===== config.mk =====
export PLATFORM = sky130hd
export DESIGN_NAME = ssa_decoder
export DESIGN_NICKNAME = d
export VERILOG_FILES = /design/src/rtl/ssa_decoder_pkg.sv /design/src/rtl/ssa_decoder_ctrl.sv /design/src/rtl/ssa_decoder_datapath.sv /design/src/rtl/ssa_decoder.sv
export SDC_FILE = /design/constraint.sdc
export NUM_CORES = 1
export LEC_CHECK = 0
export ABC_AREA = 1
export BUFFER_PORTS_ARGS = -buffer_cell sky130_fd_sc_hd__buf_2
export CORE_ASPECT_RATIO = 0.75
export CORE_UTILIZATION = 43
export DETAILED_ROUTE_END_ITERATION = 10
export PLACE_DENSITY = 0.9
export SLEW_MARGIN = 10
export SYNTH_ARGS = -nofsm -noshare
export SYNTH_HDL_FRONTEND = slang
export SYNTH_SLANG_ARGS = --single-unit

===== constraint.sdc =====
create_clock -name vclk -period 4
set_clock_uncertainty 0.2 [all_clocks]
set_input_delay 0.6 -clock vclk [all_inputs]
set_output_delay 0.6 -clock vclk [all_outputs]
set_load 0.005 [all_outputs]

===== src/rtl/ssa_decoder_pkg.sv =====
package ssa_decoder_pkg;
  parameter int BYTE_W   = 8;
  parameter int MAX_LEN  = 9;
  parameter int IMM_W    = 32;
  parameter int TGT_W    = 16;
  localparam int IDX_W     = $clog2(MAX_LEN);
  localparam int IDXP_W    = IDX_W + 1;
  localparam int IMM_BYTES = IMM_W / BYTE_W;
  localparam int TGT_BYTES = TGT_W / BYTE_W;
  localparam int WIN_W     = MAX_LEN * BYTE_W;

  typedef logic [IDX_W-1:0] idx_t;

  typedef enum logic [3:0] {
    UOP_NONE   = 4'd0,
    UOP_CONST  = 4'd1,
    UOP_ADD    = 4'd2,
    UOP_SUB    = 4'd3,
    UOP_MUL    = 4'd4,
    UOP_LOAD   = 4'd5,
    UOP_STORE  = 4'd6,
    UOP_BRANCH = 4'd7,
    UOP_JUMP   = 4'd8,
    UOP_RETURN = 4'd9,
    UOP_PHI    = 4'd10,
    UOP_HALT   = 4'd11
  } uop_e;

  // Strobes from control to datapath: each field has an enable and a start byte.
  typedef struct packed {
    logic destOn;  idx_t destAt;
    logic srcAOn;  idx_t srcAAt;
    logic srcBOn;  idx_t srcBAt;
    logic immOn;   idx_t immAt;
    logic tgtOn;   idx_t tgtAt;
    logic altOn;   idx_t altAt;
    logic tagAOn;  idx_t tagAAt;
    logic tagBOn;  idx_t tagBAt;
  } fieldSel_t;
endpackage


===== src/rtl/ssa_decoder_ctrl.sv =====
module ssa_decoder_ctrl
  import ssa_decoder_pkg::*;
(
  input  logic [BYTE_W-1:0] opcode,
  input  logic [BYTE_W-1:0] lenByte,
  output uop_e              uop,
  output logic              illegal,
  output logic              writeEn,
  output fieldSel_t         sel
);
  uop_e              rawUop;
  logic [BYTE_W-1:0] reqLen;
  logic              rawWr;
  fieldSel_t         rawSel;

  always_comb begin
    rawUop = UOP_NONE;
    reqLen = '0;
    rawWr  = 1'b0;
    rawSel = '0;
    unique case (opcode)
      8'h01: begin
        rawUop = UOP_CONST; reqLen = 8'd7; rawWr = 1'b1;
        rawSel.destOn = 1'b1; rawSel.destAt = idx_t'(2);
        rawSel.immOn  = 1'b1; rawSel.immAt  = idx_t'(3);
      end
      8'h02, 8'h03, 8'h04: begin
        rawUop = (opcode == 8'h02) ? UOP_ADD : (opcode == 8'h03) ? UOP_SUB : UOP_MUL;
        reqLen = 8'd5; rawWr = 1'b1;
        rawSel.destOn = 1'b1; rawSel.destAt = idx_t'(2);
        rawSel.srcAOn = 1'b1; rawSel.srcAAt = idx_t'(3);
        rawSel.srcBOn = 1'b1; rawSel.srcBAt = idx_t'(4);
      end
      8'h05: begin
        rawUop = UOP_LOAD; reqLen = 8'd4; rawWr = 1'b1;
        rawSel.destOn = 1'b1; rawSel.destAt = idx_t'(2);
        rawSel.srcAOn = 1'b1; rawSel.srcAAt = idx_t'(3);
      end
      8'h06: begin
        rawUop = UOP_STORE; reqLen = 8'd4;
        rawSel.srcAOn = 1'b1; rawSel.srcAAt = idx_t'(2);
        rawSel.srcBOn = 1'b1; rawSel.srcBAt = idx_t'(3);
      end
      8'h07: begin
        rawUop = UOP_BRANCH; reqLen = 8'd9;
        rawSel.srcAOn = 1'b1; rawSel.srcAAt = idx_t'(2);
        rawSel.tgtOn  = 1'b1; rawSel.tgtAt  = idx_t'(3);
        rawSel.altOn  = 1'b1; rawSel.altAt  = idx_t'(5);
        rawSel.tagAOn = 1'b1; rawSel.tagAAt = idx_t'(7);
        rawSel.tagBOn = 1'b1; rawSel.tagBAt = idx_t'(8);
      end
      8'h08: begin
        rawUop = UOP_JUMP; reqLen = 8'd5;
        rawSel.tgtOn  = 1'b1; rawSel.tgtAt  = idx_t'(2);
        rawSel.tagAOn = 1'b1; rawSel.tagAAt = idx_t'(4);
      end
      8'h09: begin
        rawUop = UOP_RETURN; reqLen = 8'd3;
        rawSel.srcAOn = 1'b1; rawSel.srcAAt = idx_t'(2);
      end
      8'h0A: begin
        rawUop = UOP_PHI; reqLen = 8'd7; rawWr = 1'b1;
        rawSel.destOn = 1'b1; rawSel.destAt = idx_t'(2);
        rawSel.srcAOn = 1'b1; rawSel.srcAAt = idx_t'(3);
        rawSel.srcBOn = 1'b1; rawSel.srcBAt = idx_t'(4);
        rawSel.tagAOn = 1'b1; rawSel.tagAAt = idx_t'(5);
        rawSel.tagBOn = 1'b1; rawSel.tagBAt = idx_t'(6);
      end
      8'hFF: begin
        rawUop = UOP_HALT; reqLen = 8'd2;
      end
      default: ;
    endcase
  end

  // Any unknown opcode or size mismatch squashes everything.
  always_comb begin
    illegal = (rawUop == UOP_NONE) || (lenByte != reqLen);
    uop     = illegal ? UOP_NONE : rawUop;
    writeEn = !illegal && rawWr;
    sel     = illegal ? '0 : rawSel;
  end

  // a legal instruction never reaches beyond the fetch window.
  always_comb begin
    if (!illegal)
      a_r2_len_in_window: assert (int'(lenByte) <= MAX_LEN && int'(lenByte) >= 2)
        else $error("legal length outside window");
  end
endmodule


===== src/rtl/ssa_decoder_datapath.sv =====
module ssa_decoder_datapath
  import ssa_decoder_pkg::*;
(
  input  logic [WIN_W-1:0]  window,
  input  fieldSel_t         sel,
  output logic [BYTE_W-1:0] destId,
  output logic [BYTE_W-1:0] srcAId,
  output logic [BYTE_W-1:0] srcBId,
  output logic [IMM_W-1:0]  immediate,
  output logic [TGT_W-1:0]  takenTarget,
  output logic [TGT_W-1:0]  notTakenTarget,
  output logic [BYTE_W-1:0] tagA,
  output logic [BYTE_W-1:0] tagB
);
  function automatic logic [BYTE_W-1:0] pick(input logic [IDXP_W-1:0] idx);
    if (int'(idx) < MAX_LEN) return window[int'(idx)*BYTE_W +: BYTE_W];
    return '0;
  endfunction

  assign destId = sel.destOn ? pick({1'b0, sel.destAt}) : '0;
  assign srcAId = sel.srcAOn ? pick({1'b0, sel.srcAAt}) : '0;
  assign srcBId = sel.srcBOn ? pick({1'b0, sel.srcBAt}) : '0;
  assign tagA   = sel.tagAOn ? pick({1'b0, sel.tagAAt}) : '0;
  assign tagB   = sel.tagBOn ? pick({1'b0, sel.tagBAt}) : '0;

  // Multi-byte fields are little-endian: lowest byte index is least significant.
  for (genvar k = 0; k < IMM_BYTES; k++) begin : g_imm
    assign immediate[k*BYTE_W +: BYTE_W] =
      sel.immOn ? pick({1'b0, sel.immAt} + IDXP_W'(k)) : '0;
  end
  for (genvar k = 0; k < TGT_BYTES; k++) begin : g_tgt
    assign takenTarget[k*BYTE_W +: BYTE_W] =
      sel.tgtOn ? pick({1'b0, sel.tgtAt} + IDXP_W'(k)) : '0;
    assign notTakenTarget[k*BYTE_W +: BYTE_W] =
      sel.altOn ? pick({1'b0, sel.altAt} + IDXP_W'(k)) : '0;
  end
endmodule


===== src/rtl/ssa_decoder.sv =====
module ssa_decoder
  import ssa_decoder_pkg::*;
(
  input  logic [71:0] instrBytes,
  output logic [3:0]  uop,
  output logic        illegal,
  output logic        writeEn,
  output logic [7:0]  destId,
  output logic [7:0]  srcAId,
  output logic [7:0]  srcBId,
  output logic [31:0] immediate,
  output logic [15:0] takenTarget,
  output logic [15:0] notTakenTarget,
  output logic [7:0]  tagA,
  output logic [7:0]  tagB
);
  uop_e      uopE;
  fieldSel_t sel;

  ssa_decoder_ctrl uCtrl (
    .opcode  (instrBytes[7:0]),
    .lenByte (instrBytes[15:8]),
    .uop     (uopE),
    .illegal (illegal),
    .writeEn (writeEn),
    .sel     (sel)
  );

  ssa_decoder_datapath uPath (
    .window         (instrBytes),
    .sel            (sel),
    .destId         (destId),
    .srcAId         (srcAId),
    .srcBId         (srcBId),
    .immediate      (immediate),
    .takenTarget    (takenTarget),
    .notTakenTarget (notTakenTarget),
    .tagA           (tagA),
    .tagB           (tagB)
  );

  assign uop = uopE;

  // Cross-checks between control outcome and datapath fields.
  always_comb begin
    if (illegal)
      a_r2_squash_fields: assert ({destId, srcAId, srcBId, immediate, takenTarget,
                                   notTakenTarget, tagA, tagB} == '0 && !writeEn)
        else $error("illegal instruction leaked fields");
    if (writeEn)
      a_r4_dest_from_byte2: assert (destId == instrBytes[23:16])
        else $error("write enable without destination at byte 2");
    if (uopE == UOP_CONST)
      a_r5_imm_le: assert (immediate == instrBytes[55:24])
        else $error("constant not little-endian from byte 3");
    if (uopE == UOP_BRANCH)
      a_r8_branch_tags: assert (tagA == instrBytes[63:56] && tagB == instrBytes[71:64])
        else $error("branch tags misplaced");
    if (uopE == UOP_JUMP)
      a_r9_jump_fields: assert (takenTarget == instrBytes[31:16] && tagB == '0
                                && notTakenTarget == '0)
        else $error("jump fields misplaced");
  end
endmodule


* Word-level counts from Yosys, hierarchy flattened
Cells that the tools add are included.
** Operators by class
- $add $sub $neg :: 5
- Magnitude comparators :: 13
- Equality and inequality tests :: 12
- Shift-type cells :: 13
- Multiplexer cells :: 67
- Reduce and logical (&&, ||, !) cells :: 12
** Operator list (number)
- variable part select 72 x 8 -> 8 bit :: 8
- variable part select 72 x 9 -> 8 bit :: 5
- 2-to-1 mux 8 bit :: 39
- 2-to-1 mux 40 bit :: 1
- case mux 5 bit (2 select lines) :: 4
- case mux 4 bit (9 select lines) :: 1
- equality test 8 x 3 -> 1 bit, second input constant :: 4
- less-than comparator 4 bit, second input constant :: 8
- less-than comparator 5 x 4 -> 1 bit, second input constant :: 5
- equality test 8 x 4 -> 1 bit, second input constant :: 3
- case mux 4 bit (6 select lines) :: 1
- equality test 8 x 2 -> 1 bit, second input constant :: 2
- adder 4 x 1 -> 5 bit, second input constant :: 3
- 2-to-1 mux 5 bit :: 3
- case mux 5 bit (3 select lines) :: 1
- 2-to-1 mux 1 bit :: 14
- adder 4 x 2 -> 5 bit, second input constant :: 2
- equality test 8 x 1 -> 1 bit, second input constant :: 1
- equality test 8 bit, second input constant :: 1
- 2-to-1 mux 4 bit :: 2
- != test 8 x 4 -> 1 bit :: 1
- OR reduction 4 bit :: 2
- OR reduction 3 bit :: 2
- OR reduction 6 bit :: 1
- 7 further kinds :: 8
** Storage, ports and cells
- Bits in registers :: 0
- Output and inout port bits :: 110

* Depth between registers and ports, before layout
Gate-level depths: netlist of run 1.
- Depth in word-level cells :: 12
- Depth in mapped cells :: 18
- Depth with buffers taken out :: 15

* Modules after synthesis
Synthesis of run 1 repeated with hierarchy kept, for this count alone.
** Unflattened totals
- Cells, all modules :: 1983
- Area total of the unflattened synthesis :: 9236.4 µm²
** By module, submodules not included
- ssa_decoder_datapath :: instances 1, cells an instance 1830, area an instance 8360.5 µm², seq. area each 0.0 µm²
- ssa_decoder_ctrl :: instances 1, cells an instance 153, area an instance 875.8 µm², seq. area each 0.0 µm²

* Worst setup path after synthesis of run 1
Ideal clock, no wire load.
- Kind :: input to output
- Start :: input instrBytes[1]
- End :: output tagA[7]
- Data arrival time :: 2231 ps
- Required time :: 3200 ps
- Slack :: 969 ps
- Stages :: 17
- Buffers on the path :: 3
- Cells stage by stage :: buf_2 > inv_2 > nand2_1 > nor2_1 > nand2_1 > inv_2 > nor2_2 > nand3_1 > nand2_2 > nand2_1 > nor2_2 > buf_6 > buf_6 > o21ai_1 > nor2_1 > nand2_1 > inv_1
** Between the ends
- Word-level cells in the longest chain between the ends :: 11
- Elaborated cells on any way between the ends :: 30
- Classes of those cells :: order compare (1); eq/ne (12); shift (1); mux (10); reduce/logical (6)
** RTL lines
- start, declared :: RTL line ssa_decoder.sv:4 : input logic [71:0] instrBytes,
- equality test 8 x 2 -> 1 bit :: RTL line ssa_decoder_ctrl.sv:21, ssa_decoder_ctrl.sv:28
- 2-to-1 mux 3 bit :: RTL line ssa_decoder_ctrl.sv:28 : rawUop = (opcode == 8'h02) ? UOP_ADD : (opcode == 8'h03) ? UOP_SUB : UOP_MUL;
- 2-to-1 mux 4 bit :: RTL line ssa_decoder_ctrl.sv:28
- case mux 4 bit (9 select lines) :: RTL line ssa_decoder_ctrl.sv:21 : unique case (opcode)
- zero test 4 bit :: RTL line ssa_decoder_ctrl.sv:78 : illegal = (rawUop == UOP_NONE) || (lenByte != reqLen);
- logical OR 1 bit :: RTL line ssa_decoder_ctrl.sv:78
- 2-to-1 mux 40 bit * :: RTL line ssa_decoder_ctrl.sv:81 : sel = illegal ? '0 : rawSel;
- variable part select 72 x 8 -> 8 bit / less-than comparator 4 bit (equally long branches) :: RTL line ssa_decoder_datapath.sv:16 : if (int'(idx) < MAX_LEN) return window[int'(idx)*BYTE_W +: BYTE_W];
- 2-to-1 mux 8 bit / 2-to-1 mux 1 bit (equally long branches) :: RTL line ssa_decoder_datapath.sv:16
- 2-to-1 mux 8 bit :: RTL line ssa_decoder_datapath.sv:17 : return '0;
- 2-to-1 mux 8 bit * :: RTL line ssa_decoder_datapath.sv:23 : assign tagA = sel.tagAOn ? pick({1'b0, sel.tagAAt}) : '0;
- end, declared :: RTL line ssa_decoder.sv:14 : output logic [7:0] tagA,
Mark *: on every way between the ends. The rest lies on a longest branch, timed or not. The select of a mux whose other input is x is not followed.

* Final worst setup path of run 1
- Start :: input instrBytes[3]
- End :: output srcAId[0]
** Between the ends
- Word-level cells in the longest chain between the ends :: 11
- Elaborated cells on any way between the ends :: 32
- Classes of those cells :: order compare (1); eq/ne (12); shift (1); mux (10); reduce/logical (8)
** RTL lines
- equality test 8 x 2 -> 1 bit :: RTL line ssa_decoder_ctrl.sv:21, ssa_decoder_ctrl.sv:28
- 2-to-1 mux 3 bit :: RTL line ssa_decoder_ctrl.sv:28
- 2-to-1 mux 4 bit :: RTL line ssa_decoder_ctrl.sv:28
- case mux 4 bit (9 select lines) :: RTL line ssa_decoder_ctrl.sv:21
- zero test 4 bit :: RTL line ssa_decoder_ctrl.sv:78
- logical OR 1 bit :: RTL line ssa_decoder_ctrl.sv:78
- 2-to-1 mux 40 bit * :: RTL line ssa_decoder_ctrl.sv:81
- variable part select 72 x 8 -> 8 bit / less-than comparator 4 bit (equally long branches) :: RTL line ssa_decoder_datapath.sv:16
- 2-to-1 mux 8 bit / 2-to-1 mux 1 bit (equally long branches) :: RTL line ssa_decoder_datapath.sv:16
- 2-to-1 mux 8 bit :: RTL line ssa_decoder_datapath.sv:17
- 2-to-1 mux 8 bit * :: RTL line ssa_decoder_datapath.sv:21 : assign srcAId = sel.srcAOn ? pick({1'b0, sel.srcAAt}) : '0;
- end, declared :: RTL line ssa_decoder.sv:9 : output logic [7:0] srcAId,
Marks and branches as above.

==> metrics.md, run 1 <==
| Metric | Value |
|---|---|
| FF/Latch Area | `0 sq um` |
| RSZ-0062 raised after global routing | `false` |
| First-pass DRT Iterations | `5` |
| Die area | `5127 sq um` |
| Vias per cell | `between 5 and 6` |
| Layout cell share with drive strength beyond 1 | `a little over a third` |
| Critical Path AT | `a little under 3 ns` |
| Critical Path Fanout Max | `19` |
| Hold WS | `between 1 and 1.5 ns` |
| GRT busiest layer | `met2` |
| Post-Route WL | `just over 9000 microns` |
| Leading area contributor after synthesis | `nor2_1` |
| Outcome | `completed` |
| # diodes | `0` |
| First-pass GRT wire length | `about 14000 microns` |
| M1 GR Usage | `between 40% and 50%` |
| Startpoint Class | `input pin` |
| # hold bufs at CTS | `0` |
| Final nets | `696` |
| Top cells by area, synth | `nor2_1 (21%), nand2_1 (16%), inv_1 (12%), a21oi_1 (9.9%), o211ai_1 (8.7%)` |
| Hold Path Class | `in -> out` |
| Setup TNS | `0 ns` |
| Total GRT Usage | `between 30% and 40%` |
| Fmax | `265.8 MHz` |
| # Max-Cap Violations | `0` |
| Synth Instances | `around 450` |
| Post-CTS resize count | `0` |
| Chip height | `62.26 microns` |
| Hpwl dp | `about 7500 microns` |
| CORE AREA | `4546 sq um` |
| Relative max-transition margin | `~57%` |
| Largest net degree at the start of global routing | `33` |
| Synthesized net count | `~520` |
| Area Overhead vs Synth | `44.71%` |
| Leakage power | `0.002134 uW` |
| Number of I/O pins | `182` |
| Initial core utilization | `45.80%` |
| Power density over cell area | `37.49 nW/um^2` |
| Met3 Use GR | `1.765%` |
| DR WL/cell | `13.69 microns` |
| Antenna-violating nets left | `0` |
| Crit. End Element | `primary output` |
| Least-Margin Pin Slew | `0.6441 ns` |
| Clkbuf count | `0` |
| Row count | `21` |
| Warnings from Yosys | `0` |
| Post-route DRC | `0` |
| Vias in the first global route | `3244` |
| Met2 GRT Util | `62.50%` |
| First DRT Iteration DRCs | `284` |
| Post-CTS Setup Bufs | `0` |
| Width of the die | `82.35 microns` |
| Seq_cells | `0` |
| Post-synth top area share | `a little over a fifth` |
| Type of the worst setup path | `in -> out` |
| Final worst-path cycle share | `94.05%` |
| Routability cong. | `0.9786` |
| Max IR drop VDD | `0.04086 mV` |
| Vias | `3666` |
| Crit path required time | `3.20 ns` |
| Number of port buffers | `182` |
| Initial antenna violation count | `0` |
| Final slew viol count | `0` |
| Register area share after synthesis | `0%` |
| Final Critical Period | `3.762 ns` |
| Final Hold Violating Endpoints | `0` |
| Setup Viol. Count Final | `0` |
| Gr ovfl total | `0` |
| Final Util | `about two thirds` |
| Synthesized cell area | `2082 sq um` |
| Yosys cell types | `29` |
| Average size of a mapped cell | `4.606 sq um` |
[cells in the mapped netlist]
cell type / instances
nor2_4: 2
o21ai_2: 1
nand2_2: 5
o21a_1: 2
nand2_1: 87
inv_2: 9
buf_6: 5
nor3_1: 2
nor2_1: 119
nor2_2: 5
buf_4: 1
nor3b_1: 1
o21bai_1: 1
nand4_2: 1
a21oi_1: 41
nand2_4: 1
buf_2: 9
clkbuf_1: 6
nand4_1: 7
o21ai_0: 6
o21ai_1: 3
a31oi_1: 2
nand3b_1: 7
o211ai_1: 24
inv_1: 68
or2_0: 1
nand3_1: 34
or2_2: 1
xor2_1: 1
[logic make-up after synthesis]
| family | count (synthesis) | share of synthesized area [%] |
|---|---|---|
| xor+xnor | 1 | 0.4207 |
| compound gates | 80 | 22.78 |
| simple gates | 273 | 56.61 |
| buf+inv | 98 | 20.19 |
[routing by layer]
metal	vias to the layer above	wire, microns
li1	1773	-
met1	1640	3729
met2	230	4543
met3	23	829
met4	0	196
met5	-	0
[critical path: stages]
cell and delay [ns]:
buf_2 0.15, inv_2 0.13, nor2_1 0.08, nand2_1 0.07, nor2_1 0.04, nor2_1 0.32
nand2_1 0.10, nand2_1 0.09, nand2_1 0.06, nor2_1 0.13, nand3_1 0.13, nor2_4 0.14
buf_4 0.26, nand2_1 0.25, a21oi_1 0.26, buf_2 0.15
[placed cells by master (no fill, tap or decap), drive strengths merged]
cell type / netlist / final
nand3b: 7 / 7
buf: 15 / 191
nand3: 34 / 34
a21oi: 41 / 41
o21bai: 1 / 1
nor3: 2 / 2
inv: 77 / 77
o21a: 2 / 2
o21ai: 10 / 10
nor2: 126 / 126
nand2: 93 / 93
a31oi: 2 / 2
xor2: 1 / 1
nand4: 8 / 8
or2: 2 / 2
nor3b: 1 / 1
o211ai: 24 / 24
[area by class of cell]
cell class / count / area (sq um)
multi-input cells: 354 / 1674
fillers: 492 / 1533
repair buffers: 191 / 978.4
inverters: 77 / 289.0
well taps: 57 / 71.32
[final timing paths]
check                           from             to  slack [ns]  cells after the start
worst max-delay path   instrBytes[3]      srcAId[0]        0.24                     16
worst min-delay path  instrBytes[47]  immediate[23]        1.32                      4
[where the power goes]
group / switching, uW / leakage, uW / internal (uW)
clock network: 0 / 0 / 0
logic: 70.3 / 0.00213 / 42.7
registers: 0 / 0 / 0
[stage by stage]
stage	cell area (sq um)	setup slack (ns)	cells	total power, uW
floorplan	2082	0.9687	452	51.06
global placement	3005	0.2358	679	109.6
detailed placement	3005	0.1164	679	110.1
CTS	3005	0.1169	679	110.7
global route	3013	0.02365	679	125.0
finish	3013	0.2379	679	113.0
No activity file was read; power rests on OpenSTA's default activity.
==> run 2, diff against run 1 <==
--- a/config.mk
+++ b/config.mk
@@ -7,10 +7,12 @@
 export LEC_CHECK = 0
 export ABC_AREA = 1
 export BUFFER_PORTS_ARGS = -buffer_cell sky130_fd_sc_hd__buf_2
+export CELL_PAD_IN_SITES_DETAIL_PLACEMENT = 1
+export CELL_PAD_IN_SITES_GLOBAL_PLACEMENT = 1
 export CORE_ASPECT_RATIO = 0.75
-export CORE_UTILIZATION = 43
+export CORE_UTILIZATION = 24
 export DETAILED_ROUTE_END_ITERATION = 10
-export PLACE_DENSITY = 0.9
+export PLACE_DENSITY_LB_ADDON = 0.1
 export SLEW_MARGIN = 10
 export SYNTH_ARGS = -nofsm -noshare
 export SYNTH_HDL_FRONTEND = slang
==> run 2 against run 1 <==
Effect of this change: combinational power about the same; critical path type unchanged; critical endpoint is now srcAId[7]; die area up 77%; worst hold slack better by 0.0039 ns; global-route usage down 12 points.
==> metrics.md, run 2 (same netlist as run 1, synthesis figures left out) <==
| Metric | Value |
|---|---|
| Vias per cell | `4.838 (-10%)` |
| Crit. End Element | `primary output` |
| Post-Route WL | `11280 microns (+21%)` |
| Antenna-violating nets left | `0 (unchanged)` |
| Type of the worst setup path | `in -> out` |
| Layout cell share with drive strength beyond 1 | `35.36% (+0.47 points)` |
| # Max-Cap Violations | `0 (unchanged)` |
| Clkbuf count | `0 (unchanged)` |
| Hold Path Class | `in -> out` |
| Final slew viol count | `0 (unchanged)` |
| Final Util | `37.20% (-29 points)` |
| Startpoint Class | `input pin` |
| DR WL/cell | `15.39 microns (+12%)` |
| Commonest non-fill, non-tap cell in the layout | `buf_2` |
| Final Hold Violating Endpoints | `0 (unchanged)` |
| Total GRT Usage | `23.14% (-12 points)` |
| Initial antenna violation count | `0 (unchanged)` |
| Final nets | `699 (+0.43%)` |
| Final worst-path cycle share | `92.76% (-1.3 points)` |
| Vias in the first global route | `3184 (-1.8%)` |
| Seq_cells | `0 (unchanged)` |
| Max IR drop VDD | `0.03301 mV (-19%)` |
| Gr ovfl total | `0 (unchanged)` |
| # diodes | `0 (unchanged)` |
| Most frequent cells in the layout | `buf_2 (182), nor2_1 (118), nand2_1 (86)` |
| Final Critical Period | `3.710 ns (-0.05176 ns)` |
| Least-Margin Pin Slew | `0.4892 ns (-0.1549 ns)` |
| Initial core utilization | `24.73% (-21 points)` |
| Row count | `29 (+38%)` |
| Setup TNS | `0 ns (unchanged)` |
| RSZ-0062 raised after global routing | `false` |
| Leakage power | `0.002156 uW (+1.1%)` |
| Power density over cell area | `36.77 nW/um^2 (-1.9%)` |
| Fmax | `269.5 MHz (+1.4%)` |
| Largest net degree at the start of global routing | `51 (+55%)` |
| Hpwl dp | `9181 microns (+22%)` |
| CORE AREA | `8418 sq um (+85%)` |
| Number of I/O pins | `182 (unchanged)` |
| Outcome | `completed` |
| Critical Path Fanout Max | `25 (+6)` |
| Non-Filler Instances | `733 (+8.0%)` |
| FF/Latch Area | `0 sq um (unchanged)` |
| Number of port buffers | `182 (unchanged)` |
| First DRT Iteration DRCs | `138 (-51%)` |
| Relative max-transition margin | `67.29% (+10 points)` |
| Crit path required time | `3.20 ns (about the same)` |
| Vias | `3546 (-3.3%)` |
| Routability cong. | `0.8053 (-18%)` |
| Chip height | `82.66 microns (+33%)` |
| Placed cell count | `731 (+7.7%)` |
| First-pass GRT wire length | `16550 microns (+15%)` |
| Width of the die | `109.6 microns (+33%)` |
| Critical Path AT | `2.91 ns (-0.05 ns)` |
| # hold bufs at CTS | `0 (unchanged)` |
| Die area | `9055 sq um (+77%)` |
| Setup Viol. Count Final | `0 (unchanged)` |
| Post-route DRC | `0 (unchanged)` |
| Area Overhead vs Synth | `50.42%` |
| First-pass DRT Iterations | `5 (unchanged)` |
## run 2: stage by stage
step                      hold slack (ns)  setup WS [ns]  cell area (sq um)  total power [uW]
after floorplan                     1.092         0.9687               2082             51.06
after global placement              1.314         0.2509               3089             112.1
after detailed placement            1.322         0.1571               3089             114.0
after CTS                           1.324         0.1465               3089             114.6
after global routing                1.337        0.03778               3132             128.1
final                               1.321         0.2897               3132             115.2
## run 2: worst paths after layout
kind | start | endpoint | slack [ns] | cells past startpoint
min | instrBytes[53] | notTakenTarget[13] | 1.32 | 4
max | instrBytes[3] | srcAId[7] | 0.29 | 16
## run 2: area by class of cell
type	count	area, sq um
Timing Repair Buffer	194	1031
Tap cell	108	135.1
Fill cell	1294	5286
Multi-Input combinational cell	354	1677
Inverter	77	289.0
## run 2: what timing repair did
item / in CTS / in global routing
gates resized for setup: 0 / 3
endpoints found under the setup margin: 0 / 52
buffers inserted: 0 / 1
## run 2: per-layer routing
metal  wire, microns  global-route usage [%]
met5               0                       0
met4               0                  0.1333
met3             605                   1.020
met2            5353                   41.51
met1            5323                   32.40
## run 2: critical path, cell delays in order
cell and delay (ns):
buf_2 0.14, inv_2 0.14, nor2_1 0.07, nand2_1 0.07
nor2_1 0.04, nor2_1 0.30, nand2_1 0.09, nand2_1 0.09
nand2_1 0.07, nor2_1 0.13, nand3_1 0.14, nor2_4 0.23
buf_12 0.21, nand2_1 0.22, a21oi_1 0.23, buf_2 0.14
## run 2: power breakdown
part | leakage, uW | internal, uW | switching [uW]
Clock | 0 | 0 | 0
Combinational | 0.00216 | 43.0 | 72.1
Sequential | 0 | 0 | 0
==> run 3, diff against run 2 <==
--- a/config.mk
+++ b/config.mk
@@ -13,6 +13,7 @@
 export CORE_UTILIZATION = 24
 export DETAILED_ROUTE_END_ITERATION = 10
 export PLACE_DENSITY_LB_ADDON = 0.1
+export REMOVE_ABC_BUFFERS = 1
 export SLEW_MARGIN = 10
 export SYNTH_ARGS = -nofsm -noshare
 export SYNTH_HDL_FRONTEND = slang
==> run 3 against run 2 <==
Effect of this change: clock-buffer cell count unchanged; critical path depth unchanged; flip-flop and latch count is the same; core utilization is 0.46 points lower; critical endpoint is now takenTarget[15]; cell area shrank 1.2%; worst setup slack worse by 0.069 ns; combinational power barely moved; non-clock buffer count is 1 lower; global-route usage grew 0.99 points; sequential share of layout area stayed put; die area unchanged; largest cell class unchanged; highest routed layer is now met4; critical path type unchanged; first-iteration DRC count grew 50%.
==> metrics.md, run 3 (same netlist as run 1, synthesis figures left out) <==
| Metric | Value |
|---|---|
| Power density over cell area | `37.53 nW/um^2 (+2.1%)` |
| Vias in the first global route | `3332 (+4.6%)` |
| Chip height | `82.66 microns (unchanged)` |
| Relative max-transition margin | `64.51% (-2.8 points)` |
| Row count | `29 (unchanged)` |
| Post-CTS Setup Bufs | `0 (unchanged)` |
| Max IR drop VDD | `0.02211 mV (-33%)` |
| Non-Filler Instances | `732 (-0.14%)` |
| Vias | `3582 (+1.0%)` |
| Initial antenna violation count | `0 (unchanged)` |
| Die area | `9055 sq um (unchanged)` |
| CP max-delay cell | `inv_2` |
| Vias per cell | `4.893 (+1.2%)` |
| Clkbuf count | `0 (unchanged)` |
| Routability cong. | `0.9634 (+20%)` |
| Type of the worst setup path | `in -> out` |
| Final nets | `698 (-0.14%)` |
| Leakage power | `0.002143 uW (-0.62%)` |
| Final Hold Violating Endpoints | `0 (unchanged)` |
| Startpoint Class | `input pin` |
| Largest net degree at the start of global routing | `33 (-35%)` |
| Post-route DRC | `0 (unchanged)` |
| Antenna-violating nets left | `0 (unchanged)` |
| Switching power | `73.24 uW (+1.5%)` |
| Largest stage delay, worst path | `0.27 ns (-0.03 ns)` |
| Part of the power in registers | `0% (unchanged)` |
| Number of I/O pins | `182 (unchanged)` |
| Total GRT Usage | `24.13% (+0.99 points)` |
| Hold Path Class | `in -> out` |
| Width of the die | `109.6 microns (unchanged)` |
| Gr ovfl total | `0 (unchanged)` |
| # Max-Cap Violations | `0 (unchanged)` |
| First DRT Iteration DRCs | `207 (+50%)` |
| Post-DP Area | `3084 sq um (-0.16%)` |
| Setup TNS | `0 ns (unchanged)` |
| Critical Path Fanout Max | `16 (-36%)` |
| Met3 Use GR | `2.590% (+1.6 points)` |
| Int Pwr | `42.83 uW (-0.46%)` |
| Top cell by count, worst path | `nand2_1` |
| Placed cell count | `732 (+0.14%)` |
| Fin area | `3093 sq um (-1.2%)` |
| Least-Margin Pin Slew | `0.5307 ns (+0.04152 ns)` |
| Number of port buffers | `182 (unchanged)` |
| Final worst-path cycle share | `94.48% (+1.7 points)` |
| Post-Route WL | `11430 microns (+1.3%)` |
| Outcome | `completed` |
| Final slew viol count | `0 (unchanged)` |
| Crit path required time | `3.20 ns (about the same)` |
| First-pass DRT Iterations | `4 (-1)` |
| Fmax | `264.6 MHz (-1.8%)` |
| Most frequent cells in the layout | `buf_2 (182), nor2_1 (119), nand2_1 (87)` |
| Layout cell share with drive strength beyond 1 | `34.94% (-0.42 points)` |
| Area Overhead vs Synth | `48.56%` |
| Hpwl dp | `9570 microns (+4.2%)` |
| FF/Latch Area | `0 sq um (unchanged)` |
| Worst path cell trace | `buf_2 -> inv_2 -> nor2_2 -> nand2_1 -> nor2_4 -> nor2_1 -> nand3_1 -> nand2_1 -> nor2_1 -> nand3_1 -> nor2_4 -> buf_4 -> nand2_1 -> inv_2 -> a21oi_1 -> buf_2` |
| M1 GR Usage | `33.82% (+1.4 points)` |
| Comb power frac | `100.0% (about the same)` |
| Final Critical Period | `3.779 ns (+0.06883 ns)` |
| RSZ-0062 raised after global routing | `true` |
| CORE AREA | `8418 sq um (unchanged)` |
| Setup Viol. Count Final | `0 (unchanged)` |
| Crit. End Element | `primary output` |
| # diodes | `0 (unchanged)` |
| GRT busiest layer | `met2` |
| Sw frac | `63.10% (+0.46 points)` |
| DR WL/cell | `15.62 microns (+1.5%)` |
| Clock power share | `0% (unchanged)` |
| Initial core utilization | `24.73% (unchanged)` |
| Commonest non-fill, non-tap cell in the layout | `buf_2` |
| Met2 GRT Util | `41.13% (-0.38 points)` |
| Critical Path AT | `2.98 ns (+0.07 ns)` |
| Seq_cells | `0 (unchanged)` |
| First-pass GRT wire length | `17080 microns (+3.3%)` |
==> run 3: per-layer routing <==
layer	routed length [microns]	up-vias
li1	-	1777
met1	5229	1651
met2	5221	148
met3	927	6
met4	54	0
met5	0	-
==> run 3: area by class of cell <==
cell class	count	area [sq um]
Multi-Input combinational cell	354	1672
Fill cell	1281	5325
Tap cell	108	135.1
Timing Repair Buffer	193	997.2
Inverter	77	289.0
==> run 3: final timing paths <==
kind,start,endpoint,slack [ns],cells past startpoint
worst max-delay path,instrBytes[0],takenTarget[15],0.22,16
worst min-delay path,instrBytes[22],destId[6],1.32,4
==> run 3: worst max-delay path: cells and delay by family <==
| kind | cells | cell delay [ns] |
|---|---|---|
| and+or+nand+nor | 10 | 1.37 |
| AOI/OAI and AO/OA | 1 | 0.14 |
| buffers and inverters | 5 | 0.86 |
==> run 3: timing repair <==
item / CTS / global route
setup endpoints to repair: 0 / 36
resized for setup: 0 / 3
hold buffers: 0 / 0
==> run 3: through the flow <==
step	worst slack, ns	total power [uW]	utilization (%)	hold slack (ns)
after floorplan	-0.9308	49.53	-	1.084
after global routing	-0.02729	130.2	36.74	1.350
after detailed placement	0.01120	115.5	36.64	1.320
after global placement	0.06279	113.7	36.64	1.321
after CTS	0.002442	116.1	36.64	1.323
final	0.2208	116.1	36.74	1.323
==> run 3: power by group through the flow <==
stage	Sequential [uW]	Clock [uW]	Combinational (uW)
floorplan	0	0	49.5
global placement	0	0	114
detailed placement	0	0	115
CTS	0	0	116
global route	0	0	130
finish	0	0	116
